<file path="src/rtl/sdram_ctrl_pkg.sv">
package sdram_ctrl_pkg;

  // {cs_n, ras_n, cas_n, we_n}
  typedef enum logic [3:0] {
    CMD_MRS = 4'b0000,
    CMD_REF = 4'b0001,
    CMD_PRE = 4'b0010,
    CMD_ACT = 4'b0011,
    CMD_WR  = 4'b0100,
    CMD_RD  = 4'b0101,
    CMD_BST = 4'b0110,
    CMD_NOP = 4'b0111
  } sd_cmd_e;

  typedef enum logic [2:0] {
    ST_POWER,
    ST_INIT_PRE,
    ST_INIT_REF,
    ST_INIT_MRS,
    ST_RUN
  } ctl_state_e;

endpackage

</file>
<file path="src/rtl/sdram_bank_state.sv">
// One bank: open flag, open row and the timing windows that gate its commands.
module sdram_bank_state #(
  parameter int ROW_W = 12,
  parameter int CNT_W = 8,
  parameter int T_RCD = 3,
  parameter int T_RAS = 6,
  parameter int T_RC  = 9,
  parameter int T_RP  = 3,
  parameter int T_WR  = 2
) (
  input  logic             clk,
  input  logic             rst_n,
  input  logic             act_i,
  input  logic             rw_i,
  input  logic             wr_i,
  input  logic             ap_i,
  input  logic             pre_i,
  input  logic [ROW_W-1:0] row_i,
  output logic             is_open_o,
  output logic [ROW_W-1:0] row_o,
  output logic             rw_ok_o,
  output logic             pre_ok_o,
  output logic             act_ok_o
);
  localparam logic [CNT_W-1:0] L_RCD = CNT_W'(T_RCD - 1);
  localparam logic [CNT_W-1:0] L_RAS = CNT_W'(T_RAS - 1);
  localparam logic [CNT_W-1:0] L_RC  = CNT_W'(T_RC - 1);
  localparam logic [CNT_W-1:0] L_RP  = CNT_W'(T_RP - 1);
  localparam logic [CNT_W-1:0] L_WR  = CNT_W'(T_WR - 1);
  localparam logic [CNT_W-1:0] L_APW = CNT_W'(T_RP + T_WR - 1);

  logic             open_q;
  logic [ROW_W-1:0] row_q;
  logic [CNT_W-1:0] rcd_q, ras_q, rc_q, rp_q, wr_q;

  always_ff @(posedge clk) begin
    if (!rst_n) begin
      open_q <= 1'b0;
      row_q  <= '0;
      rcd_q  <= '0;
      ras_q  <= '0;
      rc_q   <= '0;
      rp_q   <= '0;
      wr_q   <= '0;
    end else begin
      if (rcd_q != '0) rcd_q <= rcd_q - 1'b1;
      if (ras_q != '0) ras_q <= ras_q - 1'b1;
      if (rc_q  != '0) rc_q  <= rc_q  - 1'b1;
      if (rp_q  != '0) rp_q  <= rp_q  - 1'b1;
      if (wr_q  != '0) wr_q  <= wr_q  - 1'b1;
      if (act_i) begin
        open_q <= 1'b1;
        row_q  <= row_i;
        rcd_q  <= L_RCD;
        ras_q  <= L_RAS;
        rc_q   <= L_RC;
      end
      if (rw_i && wr_i) wr_q <= L_WR;
      if (rw_i && ap_i) begin
        open_q <= 1'b0;
        rp_q   <= wr_i ? L_APW : L_RP;
      end
      if (pre_i) begin
        open_q <= 1'b0;
        rp_q   <= L_RP;
      end
    end
  end

  assign is_open_o = open_q;
  assign row_o     = row_q;
  assign rw_ok_o   = open_q && (rcd_q == '0);
  assign pre_ok_o  = open_q && (ras_q == '0) && (wr_q == '0);
  assign act_ok_o  = !open_q && (rp_q == '0) && (rc_q == '0);
endmodule

</file>
<file path="src/rtl/sdram_refresh_timer.sv">
// Raises a sticky refresh request every REFI_CYC cycles while running.
module sdram_refresh_timer #(
  parameter int REFI_CYC = 780
) (
  input  logic clk,
  input  logic rst_n,
  input  logic run_i,
  input  logic ref_done_i,
  output logic pend_o
);
  localparam int TW = $clog2(REFI_CYC + 1);

  logic [TW-1:0] cnt_q;
  logic          wrap;

  assign wrap = run_i && (cnt_q == TW'(REFI_CYC - 1));

  always_ff @(posedge clk) begin
    if (!rst_n) begin
      cnt_q  <= '0;
      pend_o <= 1'b0;
    end else begin
      if (!run_i || wrap) cnt_q <= '0;
      else                cnt_q <= cnt_q + 1'b1;
      if (wrap)            pend_o <= 1'b1;
      else if (ref_done_i) pend_o <= 1'b0;
    end
  end
endmodule

</file>
<file path="src/rtl/sdram_cmd_ctrl.sv">
module sdram_cmd_ctrl
  import sdram_ctrl_pkg::*;
#(
  parameter int          BA_W      = 2,
  parameter int          ROW_W     = 12,
  parameter int          COL_W     = 8,
  parameter int          DQ_W      = 16,
  parameter int          CNT_W     = 8,
  parameter int          T_RCD     = 3,
  parameter int          T_RP      = 3,
  parameter int          T_RAS     = 6,
  parameter int          T_RC      = 9,
  parameter int          T_RRD     = 2,
  parameter int          T_WR      = 2,
  parameter int          T_MRD     = 2,
  parameter int          T_RFC     = 7,
  parameter int          INIT_CYC  = 10000,
  parameter int          REFI_CYC  = 780,
  parameter logic [11:0] MODE_WORD = 12'h020
) (
  input  logic                          clk,
  input  logic                          rst_n,
  input  logic                          req_valid,
  output logic                          req_ready,
  input  logic                          req_write,
  input  logic                          req_autopre,
  input  logic [BA_W+ROW_W+COL_W-1:0]   req_addr,
  input  logic [DQ_W-1:0]               req_wdata,
  output logic                          sd_cs_n,
  output logic                          sd_ras_n,
  output logic                          sd_cas_n,
  output logic                          sd_we_n,
  output logic [BA_W-1:0]               sd_ba,
  output logic [ROW_W-1:0]              sd_addr,
  output logic [DQ_W-1:0]               sd_dq_out,
  output logic                          sd_dq_oe
);
  localparam int NBANK  = 1 << BA_W;
  localparam int AW     = BA_W + ROW_W + COL_W;
  localparam int INIT_W = $clog2(INIT_CYC + 1);
  localparam logic [CNT_W-1:0] L_MRD = CNT_W'(T_MRD - 1);
  localparam logic [CNT_W-1:0] L_RFC = CNT_W'(T_RFC - 1);
  localparam logic [CNT_W-1:0] L_RP  = CNT_W'(T_RP - 1);
  localparam logic [CNT_W-1:0] L_RRD = CNT_W'(T_RRD - 1);

  ctl_state_e       st_q, st_d;
  logic [INIT_W-1:0] init_q;
  logic             ref_cnt_q, ref_cnt_d;
  logic [CNT_W-1:0] gap_q, gap_d, rrd_q, rrd_d;
  sd_cmd_e          cmd_q, cmd_d;
  logic [BA_W-1:0]  ba_q, ba_d;
  logic [ROW_W-1:0] addr_q, addr_d;
  logic [DQ_W-1:0]  dq_q, dq_d;
  logic             oe_q, oe_d;

  logic [NBANK-1:0] act_v, rw_v, pre_v, is_open, rw_ok, pre_ok, act_ok;
  logic [ROW_W-1:0] open_row [NBANK];
  logic             pre_all, ref_fire, ref_pend;

  logic [BA_W-1:0]  req_ba;
  logic [ROW_W-1:0] req_row;
  logic [COL_W-1:0] req_col;
  assign req_ba  = req_addr[AW-1 -: BA_W];
  assign req_row = req_addr[COL_W +: ROW_W];
  assign req_col = req_addr[COL_W-1:0];

  logic any_open, close_all_ok;
  assign any_open     = |is_open;
  assign close_all_ok = &(pre_ok | ~is_open);

  for (genvar g = 0; g < NBANK; g++) begin : g_bank
    sdram_bank_state #(
      .ROW_W(ROW_W), .CNT_W(CNT_W), .T_RCD(T_RCD), .T_RAS(T_RAS),
      .T_RC(T_RC), .T_RP(T_RP), .T_WR(T_WR)
    ) u_bank (
      .clk(clk), .rst_n(rst_n),
      .act_i(act_v[g]), .rw_i(rw_v[g]), .wr_i(req_write), .ap_i(req_autopre),
      .pre_i(pre_v[g] | pre_all), .row_i(req_row),
      .is_open_o(is_open[g]), .row_o(open_row[g]),
      .rw_ok_o(rw_ok[g]), .pre_ok_o(pre_ok[g]), .act_ok_o(act_ok[g])
    );
  end

  sdram_refresh_timer #(.REFI_CYC(REFI_CYC)) u_refi (
    .clk(clk), .rst_n(rst_n), .run_i(st_q == ST_RUN),
    .ref_done_i(ref_fire), .pend_o(ref_pend)
  );

  always_comb begin
    st_d      = st_q;
    ref_cnt_d = ref_cnt_q;
    gap_d     = (gap_q != '0) ? gap_q - 1'b1 : '0;
    rrd_d     = (rrd_q != '0) ? rrd_q - 1'b1 : '0;
    cmd_d     = CMD_NOP;
    ba_d      = '0;
    addr_d    = '0;
    dq_d      = '0;
    oe_d      = 1'b0;
    act_v     = '0;
    rw_v      = '0;
    pre_v     = '0;
    pre_all   = 1'b0;
    ref_fire  = 1'b0;
    req_ready = 1'b0;
    case (st_q)
      ST_POWER: if (init_q == INIT_W'(INIT_CYC - 1)) st_d = ST_INIT_PRE;
      ST_INIT_PRE: if (gap_q == '0) begin
        cmd_d      = CMD_PRE;
        addr_d[10] = 1'b1;
        pre_all    = 1'b1;
        gap_d      = L_RP;
        ref_cnt_d  = 1'b0;
        st_d       = ST_INIT_REF;
      end
      ST_INIT_REF: if (gap_q == '0 && &act_ok) begin
        cmd_d     = CMD_REF;
        gap_d     = L_RFC;
        ref_cnt_d = 1'b1;
        if (ref_cnt_q) st_d = ST_INIT_MRS;
      end
      ST_INIT_MRS: if (gap_q == '0) begin
        cmd_d  = CMD_MRS;
        addr_d = ROW_W'(MODE_WORD);
        gap_d  = L_MRD;
        st_d   = ST_RUN;
      end
      ST_RUN: if (gap_q == '0) begin
        if (ref_pend) begin
          if (any_open) begin
            if (close_all_ok) begin
              cmd_d      = CMD_PRE;
              addr_d[10] = 1'b1;
              pre_all    = 1'b1;
              gap_d      = L_RP;
            end
          end else if (&act_ok) begin
            cmd_d    = CMD_REF;
            gap_d    = L_RFC;
            ref_fire = 1'b1;
          end
        end else if (req_valid) begin
          ba_d = req_ba;
          if (is_open[req_ba]) begin
            if (open_row[req_ba] == req_row) begin
              if (rw_ok[req_ba] && (!req_autopre || pre_ok[req_ba])) begin
                cmd_d          = req_write ? CMD_WR : CMD_RD;
                addr_d         = ROW_W'(req_col);
                addr_d[10]     = req_autopre;
                dq_d           = req_wdata;
                oe_d           = req_write;
                rw_v[req_ba]   = 1'b1;
                req_ready      = 1'b1;
              end
            end else if (pre_ok[req_ba]) begin
              cmd_d         = CMD_PRE;
              pre_v[req_ba] = 1'b1;
            end
          end else if (act_ok[req_ba] && rrd_q == '0) begin
            cmd_d         = CMD_ACT;
            addr_d        = req_row;
            act_v[req_ba] = 1'b1;
            rrd_d         = L_RRD;
          end
        end
      end
      default: st_d = ST_POWER;
    endcase
  end

  always_ff @(posedge clk) begin
    if (!rst_n) begin
      st_q      <= ST_POWER;
      init_q    <= '0;
      ref_cnt_q <= 1'b0;
      gap_q     <= '0;
      rrd_q     <= '0;
      cmd_q     <= CMD_NOP;
      ba_q      <= '0;
      addr_q    <= '0;
      dq_q      <= '0;
      oe_q      <= 1'b0;
    end else begin
      st_q      <= st_d;
      if (st_q == ST_POWER) init_q <= init_q + 1'b1;
      ref_cnt_q <= ref_cnt_d;
      gap_q     <= gap_d;
      rrd_q     <= rrd_d;
      cmd_q     <= cmd_d;
      ba_q      <= ba_d;
      addr_q    <= addr_d;
      dq_q      <= dq_d;
      oe_q      <= oe_d;
    end
  end

  assign {sd_cs_n, sd_ras_n, sd_cas_n, sd_we_n} = cmd_q;
  assign sd_ba     = ba_q;
  assign sd_addr   = addr_q;
  assign sd_dq_out = dq_q;
  assign sd_dq_oe  = oe_q;
endmodule

</file>
<file path="config.mk">
export PLATFORM = sky130hd
export DESIGN_NAME = sdram_cmd_ctrl
export DESIGN_NICKNAME = d
export VERILOG_FILES = /design/src/rtl/sdram_ctrl_pkg.sv /design/src/rtl/sdram_bank_state.sv /design/src/rtl/sdram_refresh_timer.sv /design/src/rtl/sdram_cmd_ctrl.sv
export SDC_FILE = /design/constraint.sdc
export NUM_CORES = 1
export LEC_CHECK = 0
export BUFFER_PORTS_ARGS = -buffer_cell sky130_fd_sc_hd__buf_2
export CAP_MARGIN = 5
export CORE_AREA = 2 2 131 184
export DETAILED_ROUTE_END_ITERATION = 7
export DIE_AREA = 0 0 133 186
export PLACE_DENSITY = 0.76
export SETUP_SLACK_MARGIN = 0.05
export SYNTH_ARGS = -nofsm -noshare
export SYNTH_HDL_FRONTEND = slang
export SYNTH_SLANG_ARGS = --single-unit
</file>
<file path="constraint.sdc">
create_clock -name clk -period 3.9 [get_ports clk]
set_input_delay 0.585 -clock clk [delete_from_list [all_inputs] [get_ports clk]]
set_output_delay 0.585 -clock clk [all_outputs]
set_load 0.01 [all_outputs]
</file>
==> flow_summary.toml, run 1 <==
[run_status]
outcome = "finished, final reports clean"

[timing]
setup_tns_ps = 0
rsz0062_at_grt = "false"
setup_viol = 0
slew_headroom_pct = 40.31
tightest_slew_ps = 887.8
min_period_ps = 3677
hold_viol_final = 0
max_freq_mhz = 272.0
clock_skew_ps = 14.87
timing.final.crit_share_pct = 94.27
drv_slew = 0

[setup_path]
worst-setup-path-type = "register to output pin"
critical_path_required_ps = 3310
end_kind = "output pin"
crit_slowest_cell = "or4b_1"
path_cells = "or4_1 -> or4b_1 -> a31oi_2 -> nand3_1 -> nor3b_2 -> buf_2"
setup.worst_path.start_class = "register"
critPathTopFamily = "simple AND/OR/NAND/NOR gates"
crit_path_max_incr_delay_ps = 700
cp.buffers_inverters = 1
cp.arrival_ps = 3090
path_max_fanout = 5

[power_and_ir_drop]
leakagePower_nw = 6.023
swShare_pct = 37.16
seqPwrFrac_pct = 36.4
pwr-share-comb_pct = 39.0
p_per_area_nw_per_um2 = 826.2
power.switching_w = 0.004626
irDropWorstVdd_v = 0.0006316
p_int_w = 0.007822
clkPwrFrac_pct = 24.6

[layout]
syn2layout_area_growth_pct = 13.80
multi_input_area_um2 = 6945
final_layout_size_suffix_gt1_share_pct = 12.58
layout_commonest_cell = "dfxtp_1"
antenna_cells = 0
num-fill-cells = 1902
seq_area_um2 = 5826
final_nets = 1709
layout_common_cells = "dfxtp_1 (291), nor2_1 (270), nand2_1 (178)"
utilization_pct = 65.40

[yosys]
synthCells = 1532
synth_edf_count = 0
ys_warn_count = 0
synth-seq-area-share_pct = 44.00
yosys_register_bits = 291
synth_area_um2 = 13240
synth.avg_cell_area_um2 = 8.642
ys_types = 73
async_reset_ff_share_pct = 0
synth_ff_type = "dfxtp_1"
synth_nets = 1619

[clock_network]
clk_pin_slew_ps = 60
postCtsSetupBuffers = 0
cts_buffers = 29
cts_max_path_buffers = 3
cts_sinks = 291
htree_levels = 1
root_buffer = "clkbuf_16"
hold_buffers = 0
clk_latency_ps = 560
cts_tree = "done"

[placement]
gp_congestion = 0.9189
port_buffers = 77
dp_hpwl_mm = 20.85

[detailed_routing]
drc = 0
viasPerCell = 5.533
drt_iter0_markers = 568
wl_mm = 29.65
vias = 10800
postRouteAntennaNets = 0
wl_per_cell_um = 15.20
firstDrtPassIters = 5

[grt]
grt_pass1_wl_mm = 48.96
antenna_found_initial = 1
track_usage_pct = 23.86
grt_max_degree = 52
grt_overflow = 0
first_global_vias = 10450

[worst_hold_path]
hp-class = "primary input to register"

[floorplan]
core_area_um2 = 23040
die_area_um2 = 24740
start_util_pct = 57.47
num_rows = 66
io_pins = 79
die_width_um = 133
die_h_um = 186

[flow_run]
cap_violations = 0
[repair_timing]
item	4_1_cts	5_1_grt
setup endpoints to repair	1	1
endpoints found under the hold margin	0	0
pin swaps	0	0
gates resized for setup	1	1
[registers in the layout, indices dropped and copies added, names as in the netlist]
signal / cells
g_bank.u_bank.row_o: 48
g_bank.u_bank.ras_q: 32
g_bank.u_bank.rc_q: 32
g_bank.u_bank.rcd_q: 32
g_bank.u_bank.rp_q: 32
g_bank.u_bank.wr_q: 32
sd_dq_out: 16
init_q: 14
sd_addr: 12
u_refi.cnt_q: 10
gap_q: 8
rrd_q: 8
g_bank.u_bank.is_open_o: 4
cmd_q: 3
st_q: 3
sd_ba: 2
ref_cnt_q: 1
sd_dq_oe: 1
u_refi.pend_o: 1
[worst paths after layout]
check                             from                         to  slack (ps)  cells after the start
max          g_bank[3].u_bank.rcd_q[2]                  req_ready         220                      6
min reg2reg  g_bank[2].u_bank.row_o[8]  g_bank[2].u_bank.row_o[8]         450                      2
min                       req_wdata[4]               sd_dq_out[4]         220                      2
max reg2reg   g_bank[2].u_bank.rp_q[0]   g_bank[0].u_bank.rc_q[1]         690                     12
[cell type report]
cell class / instances / area share, %
repair buffers: 108 / 4.102
clock buffers: 34 / 5.074
multi-input cells: 1130 / 46.10
clock inverters: 20 / 1.976
inverters: 62 / 1.545
flip-flops and latches: 291 / 38.66
well taps: 306 / 2.541
[Yosys cell counts, drive strengths merged (6+ instances only)]
cell type  number  area share, %
or3            16           0.79
or4b            7           0.53
mux2i           9           0.68
a22o           15           0.99
dfxtp         291             44
nand4          12           0.61
and2           24            1.1
o31ai          14           0.79
nand3          55            2.4
mux4           13            2.2
nor4           36            1.9
nor2          270            7.7
clkbuf         20           0.57
nor3b          11           0.62
o21ai          22           0.83
ha             44            4.2
nand2b         15           0.71
nand2         180            5.1
a31oi           9           0.47
xor2           67            4.4
inv            62            1.8
buf            29            1.3
nor3           54            2.3
or4             8           0.45
a21oi          97            3.7
nor4b           6           0.56
xnor2          87            5.8
a211oi         10           0.57
[power groups by stage]
stage,Clock [W],Sequential [W],Combinational (W)
after CTS,0.00311,0.00451,0.00487
after floorplan,0,0.00440,0.00386
after global placement,0,0.00454,0.00465
final,0.00306,0.00453,0.00486
after detailed placement,0,0.00456,0.00480
after global routing,0.00323,0.00463,0.00556
[worst reg2reg max path, delay by kind of cell, from the launching register on]
family | cells | cell delay, ps
and+or+nand+nor | 5 | 1420
adders and majority gates | 1 | 140
buffers and inverters | 3 | 550
AOI/OAI and AO/OA | 3 | 620
DFF | 1 | 390
[kinds of logic after synthesis]
| logic type | after synthesis | synth area share (%) |
|---|---|---|
| flops | 291 | 44.00 |
| mux | 23 | 2.977 |
| buf+inv | 111 | 3.629 |
| xor+xnor | 154 | 10.19 |
| other cells | 1 | 0.02832 |
| compound gates | 195 | 9.185 |
| fa+ha+maj | 44 | 4.158 |
| simple gates | 713 | 25.84 |
[per-stage QoR]
step	hold WS (ps)	cell area (um2)	total power (W)	std cells	setup slack, ps
after floorplan	417.5	13240	0.008259	1532	781.6
after CTS	202.5	15060	0.01250	1951	189.9
final	217.7	15070	0.01245	1951	223.3
after global placement	434.3	13990	0.009189	1897	255.4
after global routing	208.4	15070	0.01342	1951	54.24
after detailed placement	442.0	13990	0.009354	1897	192.9
[metal layers]
| layer | global-route usage (%) | vias up | wire length, um |
|---|---|---|---|
| li1 | - | 5374 | - |
| met1 | 28.01 | 5104 | 12250 |
| met2 | 43.56 | 245 | 14910 |
| met3 | 3.077 | 70 | 1436 |
| met4 | 10.37 | 2 | 1032 |
| met5 | 0 | - | 13 |
Power figures use the tool's default switching activity.
==> run 2, diff against run 1 <==
Settings changed: CORE_AREA 2 2 131 184 to 2 2 136 191, DIE_AREA 0 0 133 186 to 0 0 138 193, PLACE_DENSITY 0.76 to 0.75, SYNTH_HIERARCHICAL from default to 1.
==> run 2 against run 1 <==
Worst setup slack worse by 13 ps. Synthesized cell count up 1.2%. Clock-buffer cell count up 4. Die area up 7.7%. Utilization down 1.6 points. Fmax down 0.36%. Area after synthesis up 7.6%. Flip-flop and latch count unchanged. Final area up 6.1%. Sequential share of layout area down 2.2 points. Critical path type unchanged. Critical endpoint unchanged. Highest routed layer unchanged.
==> flow_summary.toml, run 2 <==
[detailed_routing]
drt_iter0_markers = 636
drc = 0
firstDrtPassIters = 5
wl_per_cell_um = 16.23
vias = 11680
wl_mm = 31.71
postRouteAntennaNets = 0
viasPerCell = 5.979

[yosys]
synthTopCellsByCount = "dfxtp_1 (291), o21ai_0 (88), a21oi_1 (85)"
synth_ff_type = "dfxtp_1"
muxShareOfSynthArea_pct = 6.716
synth_compound_area_share_pct = 15.06
ys_types = 70
synth.avg_cell_area_um2 = 9.189
synth-seq-area-share_pct = 40.87
yosys.area_share.xor_xnor_pct = 4.117
synth_edf_count = 0
synth_top_area_share_pct = 40.87
async_reset_ff_share_pct = 0
ys_warn_count = 6
synth_fa_ha_area_share_pct = 3.599
synth_top_family_by_area = "simple AND/OR/NAND/NOR gates"
yosys_register_bits = 291
yosys.area.top_type = "dfxtp_1"
synth-simple-area-share_pct = 25.11
synth_nets = 1635
yosys-top-cells-area = "dfxtp_1 (41%), mux2i_1 (4.0%), ha_1 (3.6%)"
synth_area_um2 = 14250
synthMostInstantiatedCell = "dfxtp_1"
synthCells = 1551

[timing]
setup_viol = 0
min_period_ps = 3690
timing.final.crit_share_pct = 94.61
setup_ws_ps = 210.0
max_freq_mhz = 271.0
slew_headroom_pct = 53.16
drv_slew = 0
clock_skew_ps = 10.80
tightest_slew_ps = 696.1
rsz0062_at_grt = "false"
hold_viol_final = 0
setup_tns_ps = 0

[setup_path]
ff2ff_path_depth = 12
reg2reg_slack_ps = 300
critical_path_required_ps = 3310
crit_path_frequent_cell = "inv_1"
setup.worst_path.start_class = "register"
crit_path_max_incr_delay_ps = 550
path_max_fanout = 5
cp.arrival_ps = 3100
path_cells = "inv_1 -> ha_1 -> or3b_2 -> nor2_4 -> and3_1 -> mux4_2 -> o2111a_2 -> nand2_1 -> inv_1 -> buf_2"
crit_slowest_cell = "or3b_2"
worst-setup-path-type = "register to output pin"
end_kind = "output pin"

[floorplan]
die_h_um = 193
io_pins = 79
core_area_um2 = 25040
num_rows = 69
die_area_um2 = 26630
die_width_um = 138
start_util_pct = 56.93

[clock_network]
cts_max_path_buffers = 3
clk_pin_slew_ps = 60
cts_buffers = 29
cts_tree = "done"
clk_latency_ps = 560
root_buffer = "clkbuf_16"
htree_levels = 1
cts_sinks = 291
hold_buffers = 0

[placement]
pre_cts_slack_ps = 109.0
dp_hpwl_mm = 22.34
port_buffers = 77
dp_cells = 1900
gp_congestion = 0.8901

[power_and_ir_drop]
p_per_area_nw_per_um2 = 759.4
irDropWorstVdd_v = 0.0005371
leakagePower_nw = 6.171

[grt]
antenna_found_initial = 2
grt_overflow = 0
track_usage_pct = 22.97
grt_max_degree = 49
first_global_vias = 11100
grt_pass1_wl_mm = 52.44

[flow_run]
cap_violations = 0

[layout]
fin_cells = 1954
layout_commonest_cell = "dfxtp_1"
layout_common_cells = "dfxtp_1 (288), o21ai_0 (88), a21oi_1 (85)"
final_layout_size_suffix_gt1_share_pct = 14.02
num-fill-cells = 2064
final_nets = 1696
syn2layout_area_growth_pct = 12.12
largest_reg_flops = 48

[worst_hold_path]
worstHoldPathCells = 2
hp-class = "primary input to register"

[run_status]
outcome = "finished, final reports clean"
-- run 2: cell types whose count changed after synthesis, moves of 28 or more --
cell and delta:
or4_1 +54, nor2b_1 +68, nand2_1 -109, or3_1 +28, o21ai_0 +67, nor2_1 -197
mux2i_1 +48, xor2_1 -57, xnor2_1 -30
-- run 2: timing repair --
| item | CTS | global route |
|---|---|---|
| resized for setup | 5 | 20 |
| setup endpoints to repair | 1 | 29 |
| setup buffers | 0 | 0 |
-- run 2: metal layers --
layer  share of wire (%)  vias to the layer above  wire length [um]  GRT usage, %
met5               0.022                        -                 7             0
met4                 2.1                        2               662         7.339
met3                 4.7                       48              1502         3.334
met2                  50                      243             15870         42.16
met1                  43                     5598             13670         27.87
li1                    -                     5792                 -             -
-- run 2: cell type report --
cell class	instances	area [um2]	share of cell area, %
Multi-Input combinational cell	1116	7885	49.35
Sequential cell	291	5829	36.48
Clock buffer	38	829.5	5.191
Timing Repair Buffer	101	568.0	3.555
Tap cell	319	399.1	2.498
Inverter	73	274.0	1.715
Clock inverter	14	188.9	1.182
Antenna cell	2	5.005	0.03132
-- run 2: kinds of logic (layout without fill, tap and decap cells) --
group / Yosys count / count (layout)
xor gates and xnor gates: 67 / 67
AOI/OAI and AO/OA: 326 / 326
adders and majority gates: 41 / 41
DFF: 291 / 291
and+or+nand+nor: 608 / 608
muxes: 73 / 73
buffers and inverters: 144 / 226
other: 1 / 3
-- run 2: worst max-delay path: cells and delay by family, from the launching register on --
family          cells  cell delay, ps
fa+ha+maj           1             210
compound gates      1             240
simple gates        4            1110
flops               1             340
buf+inv             3             360
mux                 1             290
-- run 2: power breakdown --
group	internal (W)	switching, W	total (W)
clock network	0.00176	0.00118	0.00294
registers	0.00371	0.000843	0.00455
logic	0.00217	0.00248	0.00464
total	0.00763	0.00450	0.0121
-- run 2: path summary, 6_finish.rpt --
kind,from,end
worst min-delay path,req_wdata[1],sd_dq_out[1]
worst max-delay path,g_bank[0].u_bank/wr_q[0],req_ready
worst min register to register,u_refi/cnt_q[0],u_refi/cnt_q[0]
worst max register to register,g_bank[2].u_bank/rc_q[0],g_bank[3].u_bank/row_o[2]
-- run 2: through the flow --
step | hold WS (ps) | total power, W | utilization [%] | cell area (um2)
after global placement | 447.1 | 0.008872 | 59.40 | 14870
after floorplan | 429.8 | 0.008186 | - | 14250
final | 225.9 | 0.01213 | 63.82 | 15980
after CTS | 208.9 | 0.01207 | 63.51 | 15900
after global routing | 209.8 | 0.01306 | 63.80 | 15970
after detailed placement | 460.0 | 0.009066 | 59.40 | 14870
==> run 3, diff against run 2 <==
Settings changed: REMOVE_ABC_BUFFERS from default to 1.
==> run 3 against run 2 <==
Global-route usage fell by 0.29 points. Utilization fell by 0.095 points. Clock-buffer cell count did not move. Die area did not move. Cell count fell by 0.20%. Total power rose by 0.60%. Worst setup slack got worse by 57 ps. Fmax fell by 1.5%. Worst hold slack improved by 3.6 ps. Sequential share of layout area barely moved. Non-clock buffer count fell by 2.
==> flow_summary.toml, run 3 (synthesis gave the netlist of run 2 again) <==
[floorplan]
start_util_pct = 56.93
io_pins = 79
die_area_um2 = 26630
core_area_um2 = 25040
num_rows = 69
die_width_um = 138
die_h_um = 193

[clock_network]
cts_tree = "done"
cts_max_path_buffers = 3
root_buffer = "clkbuf_16"
cts_buffers = 29
clk_latency_ps = 550
postCtsSetupBuffers = 0
clk_pin_slew_ps = 70
htree_levels = 1
cts_sinks = 291

[detailed_routing]
firstDrtPassIters = 4
drc = 0
vias = 11630
wl_per_cell_um = 15.92
viasPerCell = 5.963
drt_iter0_markers = 631
postRouteAntennaNets = 0
wl_mm = 31.04

[layout]
fin_cells = 1950
syn2layout_area_growth_pct = 11.95
antenna_cells = 0
num-fill-cells = 2115
final_layout_size_suffix_gt1_share_pct = 13.24
layout_common_cells = "dfxtp_1 (291), o21ai_0 (88), a21oi_1 (85)"
stdcell_area_um2 = 15960
layout_commonest_cell = "dfxtp_1"
final_nets = 1694
largest_reg_flops = 48

[setup_path]
path_max_fanout = 7
cp.arrival_ps = 3160
end_kind = "output pin"
critical_path_required_ps = 3310
worst-setup-path-type = "register to output pin"
setup.worst_path.start_class = "register"
path_cells = "inv_1 -> ha_1 -> or3b_2 -> nor2_1 -> and3_1 -> mux4_2 -> o2111a_2 -> nand2_1 -> inv_1 -> buf_2"
cp.buffers_inverters = 3
crit_path_max_incr_delay_ps = 530
critPathTopFamily = "simple AND/OR/NAND/NOR gates"
crit_path_frequent_cell = "inv_1"
crit_slowest_cell = "mux4_2"

[timing]
hold_viol_final = 0
slew_headroom_pct = 52.23
clock_skew_ps = 15.17
whs_ps = 229.5
drv_slew = 0
min_period_ps = 3747
setup_viol = 0
rsz0062_at_grt = "false"
timing.final.crit_share_pct = 96.08
tightest_slew_ps = 710.0
max_freq_mhz = 266.9

[placement]
dp_cells = 1898
placed_area_um2 = 14860
port_buffers = 77
dp_hpwl_mm = 21.81
gp_congestion = 0.8701

[grt]
use_met3_pct = 2.816
antenna_found_initial = 1
grt_max_degree = 67
first_global_vias = 11140
grt_pass1_wl_mm = 52.18
met2_usage_pct = 42.50
top_usage_layer = "met2"
track_usage_pct = 22.68
grt.met1_usage_pct = 27.19
grt_overflow = 0

[power_and_ir_drop]
irDropWorstVdd_v = 0.0005257
p_per_area_nw_per_um2 = 765.1
leakagePower_nw = 6.169

[run_status]
outcome = "finished, final reports clean"

[worst_hold_path]
hp-class = "primary input to register"

[flow_run]
cap_violations = 0
==> run 3: cell count changes in the layout (fill, tap and decap cells not counted), sizes merged <==
| cell | change |
|---|---|
| diode | -2 |
| clkinvlp | -1 |
| buf | -2 |
| bufinv | +2 |
| clkinv | -1 |
==> run 3: through the flow <==
step / setup WS [ps] / setup TNS, ps / power (W) / util [%]
detailed placement: 151.0 / 0 / 0.009075 / 59.34
global placement: 238.5 / 0 / 0.008880 / 59.34
finish: 152.9 / 0 / 0.01221 / 63.73
global route: 51.45 / 0 / 0.01316 / 63.73
floorplan: -895.7 / -30820 / 0.007988 / -
CTS: 58.00 / 0 / 0.01217 / 63.53
==> run 3: metal layers <==
layer	wire length (um)	vias up
met5	0	-
met4	792	0
met3	1112	65
met2	15760	181
met1	13370	5579
li1	-	5803
==> run 3: final timing paths <==
kind	from	end	slack [ps]	cells past startpoint
worst max-delay path	g_bank[3].u_bank/ras_q[0]	req_ready	150	10
worst min-delay path	req_wdata[11]	sd_dq_out[11]	230	2
worst max register to register	g_bank[1].u_bank/rc_q[2]	g_bank[3].u_bank/row_o[10]	370	10
worst min register to register	gap_q[5]	gap_q[5]	460	2
==> run 3: timing repair <==
action                                  in CTS  in global routing
gates cloned                                 0                  0
gates resized for setup                      3                 13
endpoints found under the setup margin       1                 69
hold buffers                                 0                  0
==> run 3: power breakdown <==
| group | leakage (nW) | switching [W] | internal [W] | total (W) |
|---|---|---|---|---|
| sequential | 2.38 | 0.000831 | 0.00370 | 0.00453 |
| clock | 0.507 | 0.00118 | 0.00185 | 0.00303 |
| combinational | 3.28 | 0.00248 | 0.00216 | 0.00464 |
==> run 3: final cells by class <==
class,count,area [um2],area share (%)
Timing Repair Buffer,99,553.0,3.466
Tap cell,319,399.1,2.502
Inverter,73,274.0,1.717
Clock buffer,38,809.5,5.074
Multi-Input combinational cell,1116,7861,49.27
Clock inverter,14,232.7,1.459
Sequential cell,291,5826,36.51
